**config.mk**
```make
export PLATFORM = sky130hd
export DESIGN_NAME = busy_pulse_counter
export DESIGN_NICKNAME = d
export VERILOG_FILES = /design/src/rtl/bpc_pkg.sv /design/src/rtl/bpc_line_filter.sv /design/src/rtl/bpc_pulse_meter.sv /design/src/rtl/bpc_report_timer.sv /design/src/rtl/bpc_uart_tx.sv /design/src/rtl/busy_pulse_counter.sv
export SDC_FILE = /design/constraint.sdc
export NUM_CORES = 1
export LEC_CHECK = 0
export CAP_MARGIN = 20
export CORE_MARGIN = 2
export CORE_UTILIZATION = 50
export DETAILED_ROUTE_END_ITERATION = 10
export GPL_TIMING_DRIVEN = 0
export PLACE_DENSITY = 0.77
export SLEW_MARGIN = 20
export SYNTH_ARGS = -nofsm -noshare
export SYNTH_HDL_FRONTEND = slang
export SYNTH_SLANG_ARGS = --single-unit
```
**constraint.sdc**
```tcl
create_clock -name clk_i -period 7.75 [get_ports clk_i]
set_input_delay 1.55 -clock clk_i [delete_from_list [all_inputs] [get_ports clk_i]]
set_output_delay 1.55 -clock clk_i [all_outputs]
set_load 0.02 [all_outputs]
```
**src/rtl/bpc_pkg.sv**
```systemverilog
package bpc_pkg;
  localparam int CNT_W       = 32;
  localparam int FRAME_BYTES = 6;
  localparam logic [7:0] SYNC_BYTE = 8'hA5;

  function automatic logic [7:0] frame_sum(input logic [CNT_W-1:0] c);
    return c[31:24] + c[23:16] + c[15:8] + c[7:0];
  endfunction
endpackage

```
**src/rtl/bpc_line_filter.sv**
```systemverilog
module bpc_line_filter #(
  parameter int FILT_LEN = 3
) (
  input  logic clk_i,
  input  logic rst_ni,
  input  logic line_i,
  output logic line_o
);
  logic [1:0] sync_q;
  logic       line_q;

  always_ff @(posedge clk_i or negedge rst_ni) begin
    if (!rst_ni) sync_q <= '0;
    else         sync_q <= {sync_q[0], line_i};
  end

  generate
    if (FILT_LEN < 2) begin : g_nofilt
      always_ff @(posedge clk_i or negedge rst_ni) begin
        if (!rst_ni) line_q <= 1'b0;
        else         line_q <= sync_q[1];
      end
    end else begin : g_filt
      logic [FILT_LEN-1:0] hist_q;
      always_ff @(posedge clk_i or negedge rst_ni) begin
        if (!rst_ni) begin
          hist_q <= '0;
          line_q <= 1'b0;
        end else begin
          hist_q <= {hist_q[FILT_LEN-2:0], sync_q[1]};
          if (&hist_q)       line_q <= 1'b1;
          else if (~|hist_q) line_q <= 1'b0;
        end
      end
    end
  endgenerate

  assign line_o = line_q;
endmodule

```
**src/rtl/bpc_pulse_meter.sv**
```systemverilog
module bpc_pulse_meter #(
  parameter int CLK_PER_US = 250,
  parameter int TIME_W     = 16,
  parameter int CNT_W      = 32
) (
  input  logic              clk_i,
  input  logic              rst_ni,
  input  logic              clear_i,
  input  logic              line_i,
  input  logic [TIME_W-1:0] win_lo_i,
  input  logic [TIME_W-1:0] win_hi_i,
  output logic [CNT_W-1:0]  count_o,
  output logic              pulse_end_o
);
  localparam int PS_W = (CLK_PER_US > 2) ? $clog2(CLK_PER_US) : 1;
  localparam logic [PS_W-1:0]   PS_LAST = PS_W'(CLK_PER_US - 1);
  localparam logic [TIME_W-1:0] W_MAX   = '1;

  logic              prev_q, in_pulse_q;
  logic [PS_W-1:0]   presc_q;
  logic [TIME_W-1:0] width_q;
  logic [CNT_W-1:0]  count_q;
  logic              fall, rise, in_win;

  assign fall   = prev_q & ~line_i;
  assign rise   = ~prev_q & line_i;
  assign in_win = (width_q >= win_lo_i) && (width_q <= win_hi_i);

  always_ff @(posedge clk_i or negedge rst_ni) begin
    if (!rst_ni) begin
      prev_q     <= 1'b0;
      in_pulse_q <= 1'b0;
      presc_q    <= '0;
      width_q    <= '0;
      count_q    <= '0;
    end else begin
      prev_q <= line_i;
      if (clear_i) begin
        in_pulse_q <= 1'b0;
        presc_q    <= '0;
        width_q    <= '0;
        count_q    <= '0;
      end else if (fall) begin
        in_pulse_q <= 1'b1;
        presc_q    <= PS_W'(1);   // fall cycle is the first low clock
        width_q    <= '0;
      end else if (rise) begin
        in_pulse_q <= 1'b0;
        if (in_pulse_q && in_win) count_q <= count_q + 1'b1;
      end else if (!line_i && in_pulse_q) begin
        if (presc_q == PS_LAST) begin
          presc_q <= '0;
          if (width_q != W_MAX) width_q <= width_q + 1'b1;
        end else begin
          presc_q <= presc_q + 1'b1;
        end
      end
    end
  end

  assign count_o     = count_q;
  assign pulse_end_o = rise & in_pulse_q;
endmodule

```
**src/rtl/bpc_report_timer.sv**
```systemverilog
module bpc_report_timer #(
  parameter int CLK_PER_US = 250,
  parameter int TMR_W      = 32
) (
  input  logic             clk_i,
  input  logic             rst_ni,
  input  logic             clear_i,
  input  logic             line_i,
  input  logic             pulse_end_i,
  input  logic [TMR_W-1:0] period_i,
  input  logic [TMR_W-1:0] quiet_i,
  output logic             req_o
);
  localparam int PS_W = (CLK_PER_US > 2) ? $clog2(CLK_PER_US) : 1;
  localparam logic [PS_W-1:0] PS_LAST = PS_W'(CLK_PER_US - 1);

  logic [PS_W-1:0]  presc_q;
  logic [TMR_W-1:0] per_q, idle_q;
  logic             qdone_q, req_q, tick;
  logic [TMR_W:0]   per_nx, idle_nx;

  assign tick    = (presc_q == PS_LAST);
  assign per_nx  = {1'b0, per_q} + 1'b1;
  assign idle_nx = {1'b0, idle_q} + 1'b1;

  always_ff @(posedge clk_i or negedge rst_ni) begin
    if (!rst_ni) begin
      presc_q <= '0;
      per_q   <= '0;
      idle_q  <= '0;
      qdone_q <= 1'b0;
      req_q   <= 1'b0;
    end else begin
      req_q   <= 1'b0;
      presc_q <= tick ? '0 : presc_q + 1'b1;
      if (clear_i) begin
        per_q   <= '0;
        idle_q  <= '0;
        qdone_q <= 1'b0;
      end else begin
        if (period_i == '0 || pulse_end_i) begin
          per_q <= '0;
        end else if (tick) begin
          if (per_nx >= {1'b0, period_i}) begin
            per_q <= '0;
            req_q <= 1'b1;
          end else begin
            per_q <= per_nx[TMR_W-1:0];
          end
        end
        if (!line_i) begin
          idle_q  <= '0;
          qdone_q <= 1'b0;
        end else if (tick && !qdone_q && quiet_i != '0) begin
          if (idle_nx >= {1'b0, quiet_i}) begin
            qdone_q <= 1'b1;
            req_q   <= 1'b1;
          end else begin
            idle_q <= idle_nx[TMR_W-1:0];
          end
        end
      end
    end
  end

  assign req_o = req_q;
endmodule

```
**src/rtl/bpc_uart_tx.sv**
```systemverilog
module bpc_uart_tx
  import bpc_pkg::*;
#(
  parameter int BAUD_DIV = 2170
) (
  input  logic             clk_i,
  input  logic             rst_ni,
  input  logic             req_i,
  input  logic [CNT_W-1:0] count_i,
  output logic             tx_o,
  output logic             busy_o
);
  localparam int BD_W = (BAUD_DIV > 2) ? $clog2(BAUD_DIV) : 1;
  localparam logic [BD_W-1:0] BD_LAST = BD_W'(BAUD_DIV - 1);
  localparam int REST_W = (FRAME_BYTES - 1) * 8;

  logic              pend_q, busy_q, start;
  logic [REST_W-1:0] rest_q;
  logic [9:0]        sh_q;
  logic [3:0]        bit_q;
  logic [2:0]        byte_q;
  logic [BD_W-1:0]   baud_q;

  assign start = pend_q & ~busy_q;

  always_ff @(posedge clk_i or negedge rst_ni) begin
    if (!rst_ni) begin
      pend_q <= 1'b0;
      busy_q <= 1'b0;
      rest_q <= '0;
      sh_q   <= '1;
      bit_q  <= '0;
      byte_q <= '0;
      baud_q <= '0;
    end else begin
      if (req_i)      pend_q <= 1'b1;
      else if (start) pend_q <= 1'b0;
      if (start) begin
        busy_q <= 1'b1;
        rest_q <= {count_i, frame_sum(count_i)};
        sh_q   <= {1'b1, SYNC_BYTE, 1'b0};
        bit_q  <= '0;
        byte_q <= '0;
        baud_q <= '0;
      end else if (busy_q) begin
        if (baud_q == BD_LAST) begin
          baud_q <= '0;
          if (bit_q == 4'd9) begin
            bit_q <= '0;
            if (byte_q == 3'(FRAME_BYTES - 1)) begin
              busy_q <= 1'b0;
            end else begin
              byte_q <= byte_q + 1'b1;
              sh_q   <= {1'b1, rest_q[REST_W-1 -: 8], 1'b0};
              rest_q <= rest_q << 8;
            end
          end else begin
            bit_q <= bit_q + 1'b1;
            sh_q  <= {1'b1, sh_q[9:1]};
          end
        end else begin
          baud_q <= baud_q + 1'b1;
        end
      end
    end
  end

  assign tx_o   = sh_q[0];
  assign busy_o = busy_q;
endmodule

```
**src/rtl/busy_pulse_counter.sv**
```systemverilog
module busy_pulse_counter
  import bpc_pkg::*;
#(
  parameter int CLK_PER_US = 250,
  parameter int BAUD_DIV   = 2170,
  parameter int FILT_LEN   = 3,
  parameter int TIME_W     = 16,
  parameter int TMR_W      = 32,
  parameter int MULT_W     = 2
) (
  input  logic                    clk_i,
  input  logic                    rst_ni,
  input  logic                    clear_i,
  input  logic                    busy_ni,
  input  logic [TIME_W-1:0]       win_lo_i,
  input  logic [TIME_W-1:0]       win_hi_i,
  input  logic [TMR_W-1:0]        period_i,
  input  logic [TMR_W-1:0]        quiet_i,
  input  logic [MULT_W-1:0]       mult_i,
  output logic [CNT_W-1:0]        count_o,
  output logic [CNT_W+MULT_W-1:0] pages_o,
  output logic                    tx_o
);
  localparam int PG_W = CNT_W + MULT_W;

  logic line_filt, pulse_end, report_req, frame_busy;

  bpc_line_filter #(.FILT_LEN(FILT_LEN)) u_filt (
    .clk_i, .rst_ni, .line_i(busy_ni), .line_o(line_filt)
  );

  bpc_pulse_meter #(.CLK_PER_US(CLK_PER_US), .TIME_W(TIME_W), .CNT_W(CNT_W)) u_meter (
    .clk_i, .rst_ni, .clear_i, .line_i(line_filt),
    .win_lo_i, .win_hi_i, .count_o, .pulse_end_o(pulse_end)
  );

  bpc_report_timer #(.CLK_PER_US(CLK_PER_US), .TMR_W(TMR_W)) u_tmr (
    .clk_i, .rst_ni, .clear_i, .line_i(line_filt), .pulse_end_i(pulse_end),
    .period_i, .quiet_i, .req_o(report_req)
  );

  bpc_uart_tx #(.BAUD_DIV(BAUD_DIV)) u_tx (
    .clk_i, .rst_ni, .req_i(report_req), .count_i(count_o),
    .tx_o, .busy_o(frame_busy)
  );

  assign pages_o = PG_W'(count_o) * PG_W'(mult_i);
endmodule

```
==> qor.csv <==
metric,value,unit
outcome,completed,
tritoncts,yes,
fin_nets,2388,
arrival,5.96,ns
syn_nets,2193,
synth_seq_cells,208,
clock_path_buffers,3,
whs,0.357,ns
end_kind,output pin,
synthArstFlopShare,100,%
path_class,in2out,
ys_dominant_reg_cell,dfrtp_1,
pre_cts_slack,-0.0691,ns
grt_usage,25.7,%
fp.dieH,183,um
gp_congestion,0.884,
cpPeakStageDelay,0.68,ns
setup_viol,0,
power_density,134,mW/mm2
swShare,23.9,%
clock_latency,0.52,ns
synthDistinctLibCells,62,
fin_crit,7.51,ns
cp_data_required_time,6.20,ns
relSlewSlack,33.5,%
ir_drop,0.152,mV
antennaDiodeCount,0,
cp_slowest_cell,o41ai_1,
hold_viol,0,
grt_pass1_wl,71800,um
drive_above_1_share,4.07,%
p_leak,9.00,nW
slew_viol_final,0,
crit_fanout,10,
h-tree-depth,1,
die_area,0.0336,mm2
die_w,183,um
worst_slack,0.238,ns
ioPinCount,169,
cts_buffers,23,
syn_inst,1928,
dr_total_vias,15120,
clock_power_share,46.6,%
initial_core_util,50.8,%
routed_via_density,5.95,
intPower,1.95,mW
p_sw,0.614,mW
core-area,0.0316,mm2
multi_input_area,0.0101,mm2
startpoint_type,primary input,
drt_iter0_markers,1415,
syn_area_per_cell,8.34,um2
syn_area,0.0161,mm2
p_comb_share,8.8,%
row_count,65,
worst_slew_pin_slew,0.998,ns
root_buffer,clkbuf_16,
timing.final.crit_share,96.9,%
grt_start_max_net_pins,100,
portBuffers,168,
grt-ovfl-total,0,
antenna_found_initial,0,
synth_edf_count,0,
hpwl,32000,um
routed_wl,42600,um
fin_skew,0.0119,ns
drv_cap,0,
drc,0,
syn2layout_area_growth,19.2,%
drtPass1Iterations,6,
fillCellCount,2707,
clock.fmax,0.133,GHz
wl_per_cell,16.8,um
grt_pass1_vias,14864,
fin_util,60.6,%
seqPwrFrac,44.7,%
yosysSeqAreaShare,32.4,%
clk_pin_slew,0.06,ns
cts.sinks,208,
rsz0062_at_grt,false,
ant_nets,0,
ff_latch_area,0.00522,mm2
yosysWarningCount,0,
cp_cell_sequence,"clkdlybuf4s50_1, clkbuf_1, and2_1, ha_1, inv_1, fa_1, nand2b_1, a211oi_1, o41ai_1, o21ai_2, a311oi_2, a21boi_0, o221ai_1, a21boi_0, clkdlybuf4s50_1",
hold_class,reg2reg,
cells by family after synthesis:
| family | after synthesis | synth area share [%] |
|---|---|---|
| AO/OA/AOI/OAI | 397 | 15.7 |
| XOR/XNOR | 130 | 7.08 |
| adder cells (fa/ha/maj) | 163 | 13.4 |
| buffers and inverters | 208 | 4.91 |
| flip-flops | 208 | 32.4 |
| multiplexers | 9 | 0.560 |
| AND/OR/NAND/NOR | 813 | 25.9 |
synthesized netlist by cell type (5+ instances only):
cell,instances,area (um2)
nor3_1,28,140
buf_1,5,18.8
dfstp_2,9,236
a21oi_1,103,515
a31oi_1,42,263
o41ai_1,5,43.8
and4_1,12,105
and2_1,70,438
a32o_1,13,130
nor2_1,157,589
buf_2,7,35.0
dfrtp_1,199,4980
clkbuf_1,64,240
o21ai_0,90,450
nand3_1,88,440
xnor2_1,88,771
nor4_1,34,213
ha_1,148,1850
fa_1,15,300
inv_1,132,495
a211oi_1,12,90.1
o2111ai_1,12,105
a21o_1,40,300
and3_1,29,181
or3_1,47,294
o21a_1,6,45.0
or2_2,15,93.8
xor2_1,42,368
nand3b_1,5,37.5
nand2_1,208,781
or4_1,29,218
nand2b_1,13,81.3
o31ai_1,18,135
nand4_1,46,288
o211ai_1,25,188
mux2i_1,9,90.1
nor2b_1,17,106
cells in the final DEF, fill, tap and decap left out, types with 47 or more instances in the layout:
| master | n |
|---|---|
| or3_1 | 47 |
| inv_1 | 132 |
| nor2_1 | 157 |
| clkdlybuf4s50_1 | 167 |
| a21oi_1 | 103 |
| dfrtp_1 | 199 |
| o21ai_0 | 89 |
| ha_1 | 148 |
| clkbuf_1 | 66 |
| nand3_1 | 88 |
| and2_1 | 70 |
| nand2_1 | 208 |
| xnor2_1 | 88 |
layer usage:
layer | wire, um | vias up | part of all wire (%) | GRT usage [%]
met5 | 0 | - | 0 | 0
met4 | 1100 | 0 | 2.6 | 7.55
met3 | 2020 | 79 | 4.7 | 2.64
met2 | 20200 | 458 | 47 | 43.4
li1 | - | 7296 | - | -
met1 | 19300 | 7287 | 45 | 35.1
worst paths after layout:
path / cells past startpoint / slack (ns) / to / from
max in group asynchronous: 2 / 6.16 / u_tx.sh_q[7] / rst_ni
max reg2reg: 16 / 2.97 / u_tmr.req_o / u_tmr.per_q[2]
max: 15 / 0.24 / pages_o[31] / mult_i[1]
min: 0 / 0.36 / u_filt.sync_q[1] / u_filt.sync_q[0]
min reg2reg: 0 / 0.36 / u_filt.sync_q[1] / u_filt.sync_q[0]
min in group asynchronous: 1 / 0.84 / u_tmr.idle_q[25] / rst_ni
area by class of cell:
type                    count  area share [%]
flip-flops and latches    208            27.2
inverters                 132            2.59
well taps                 402            2.62
plain buffers              76            1.54
clock buffers              32            3.49
repair buffers            170            9.09
multi-input cells        1512            52.6
clock inverters             9           0.823
flip-flops by register name, indices dropped and copies added, names as in the netlist, 2 cells and up:
| signal | cells |
|---|---|
| u_tx.baud_q | 12 |
| u_tx.sh_q | 9 |
| u_tmr.presc_q | 8 |
| u_tmr.per_q | 32 |
| u_tx.rest_q | 40 |
| u_tmr.idle_q | 32 |
| u_meter.width_q | 16 |
| u_tx.bit_q | 4 |
| u_meter.count_o | 32 |
| u_filt.sync_q | 2 |
| u_meter.presc_q | 8 |
| u_filt.g_filt.hist_q | 3 |
| u_tx.byte_q | 3 |
through the flow:
step | TNS (ns) | power (mW) | cell area (um2) | std cells
after floorplan | 0 | 1.27 | 16100 | 1928
after global placement | -754.34 | 1.38 | 18300 | 2498
after detailed placement | -0.0691 | 1.39 | 18300 | 2500
after CTS | 0 | 2.59 | 19200 | 2541
after global routing | 0 | 2.66 | 19200 | 2541
final | 0 | 2.57 | 19200 | 2541
power by group through the flow:
stage | Clock (mW) | Combinational (mW) | Sequential (mW)
after detailed placement | 0 | 0.225 | 1.17
final | 1.20 | 0.225 | 1.15
after CTS | 1.21 | 0.226 | 1.15
after floorplan | 0 | 0.109 | 1.16
after global placement | 0 | 0.213 | 1.16
after global routing | 1.25 | 0.256 | 1.15
critical path: cells and delay by family:
| family | cells | cell delay (ns) |
|---|---|---|
| compound gates | 7 | 2.12 |
| buf+inv | 4 | 1.52 |
| fa+ha+maj | 2 | 0.44 |
| simple gates | 2 | 0.32 |
what timing repair did:
action / in CTS / in global routing
setup buffers: 0 / 0
endpoints found under the hold margin: 0 / 0
gates resized for setup: 2 / 3
endpoints found under the setup margin: 1 / 2
pin swaps: 0 / 1
hold buffers: 0 / 0
Power figures use the tool's default switching activity.
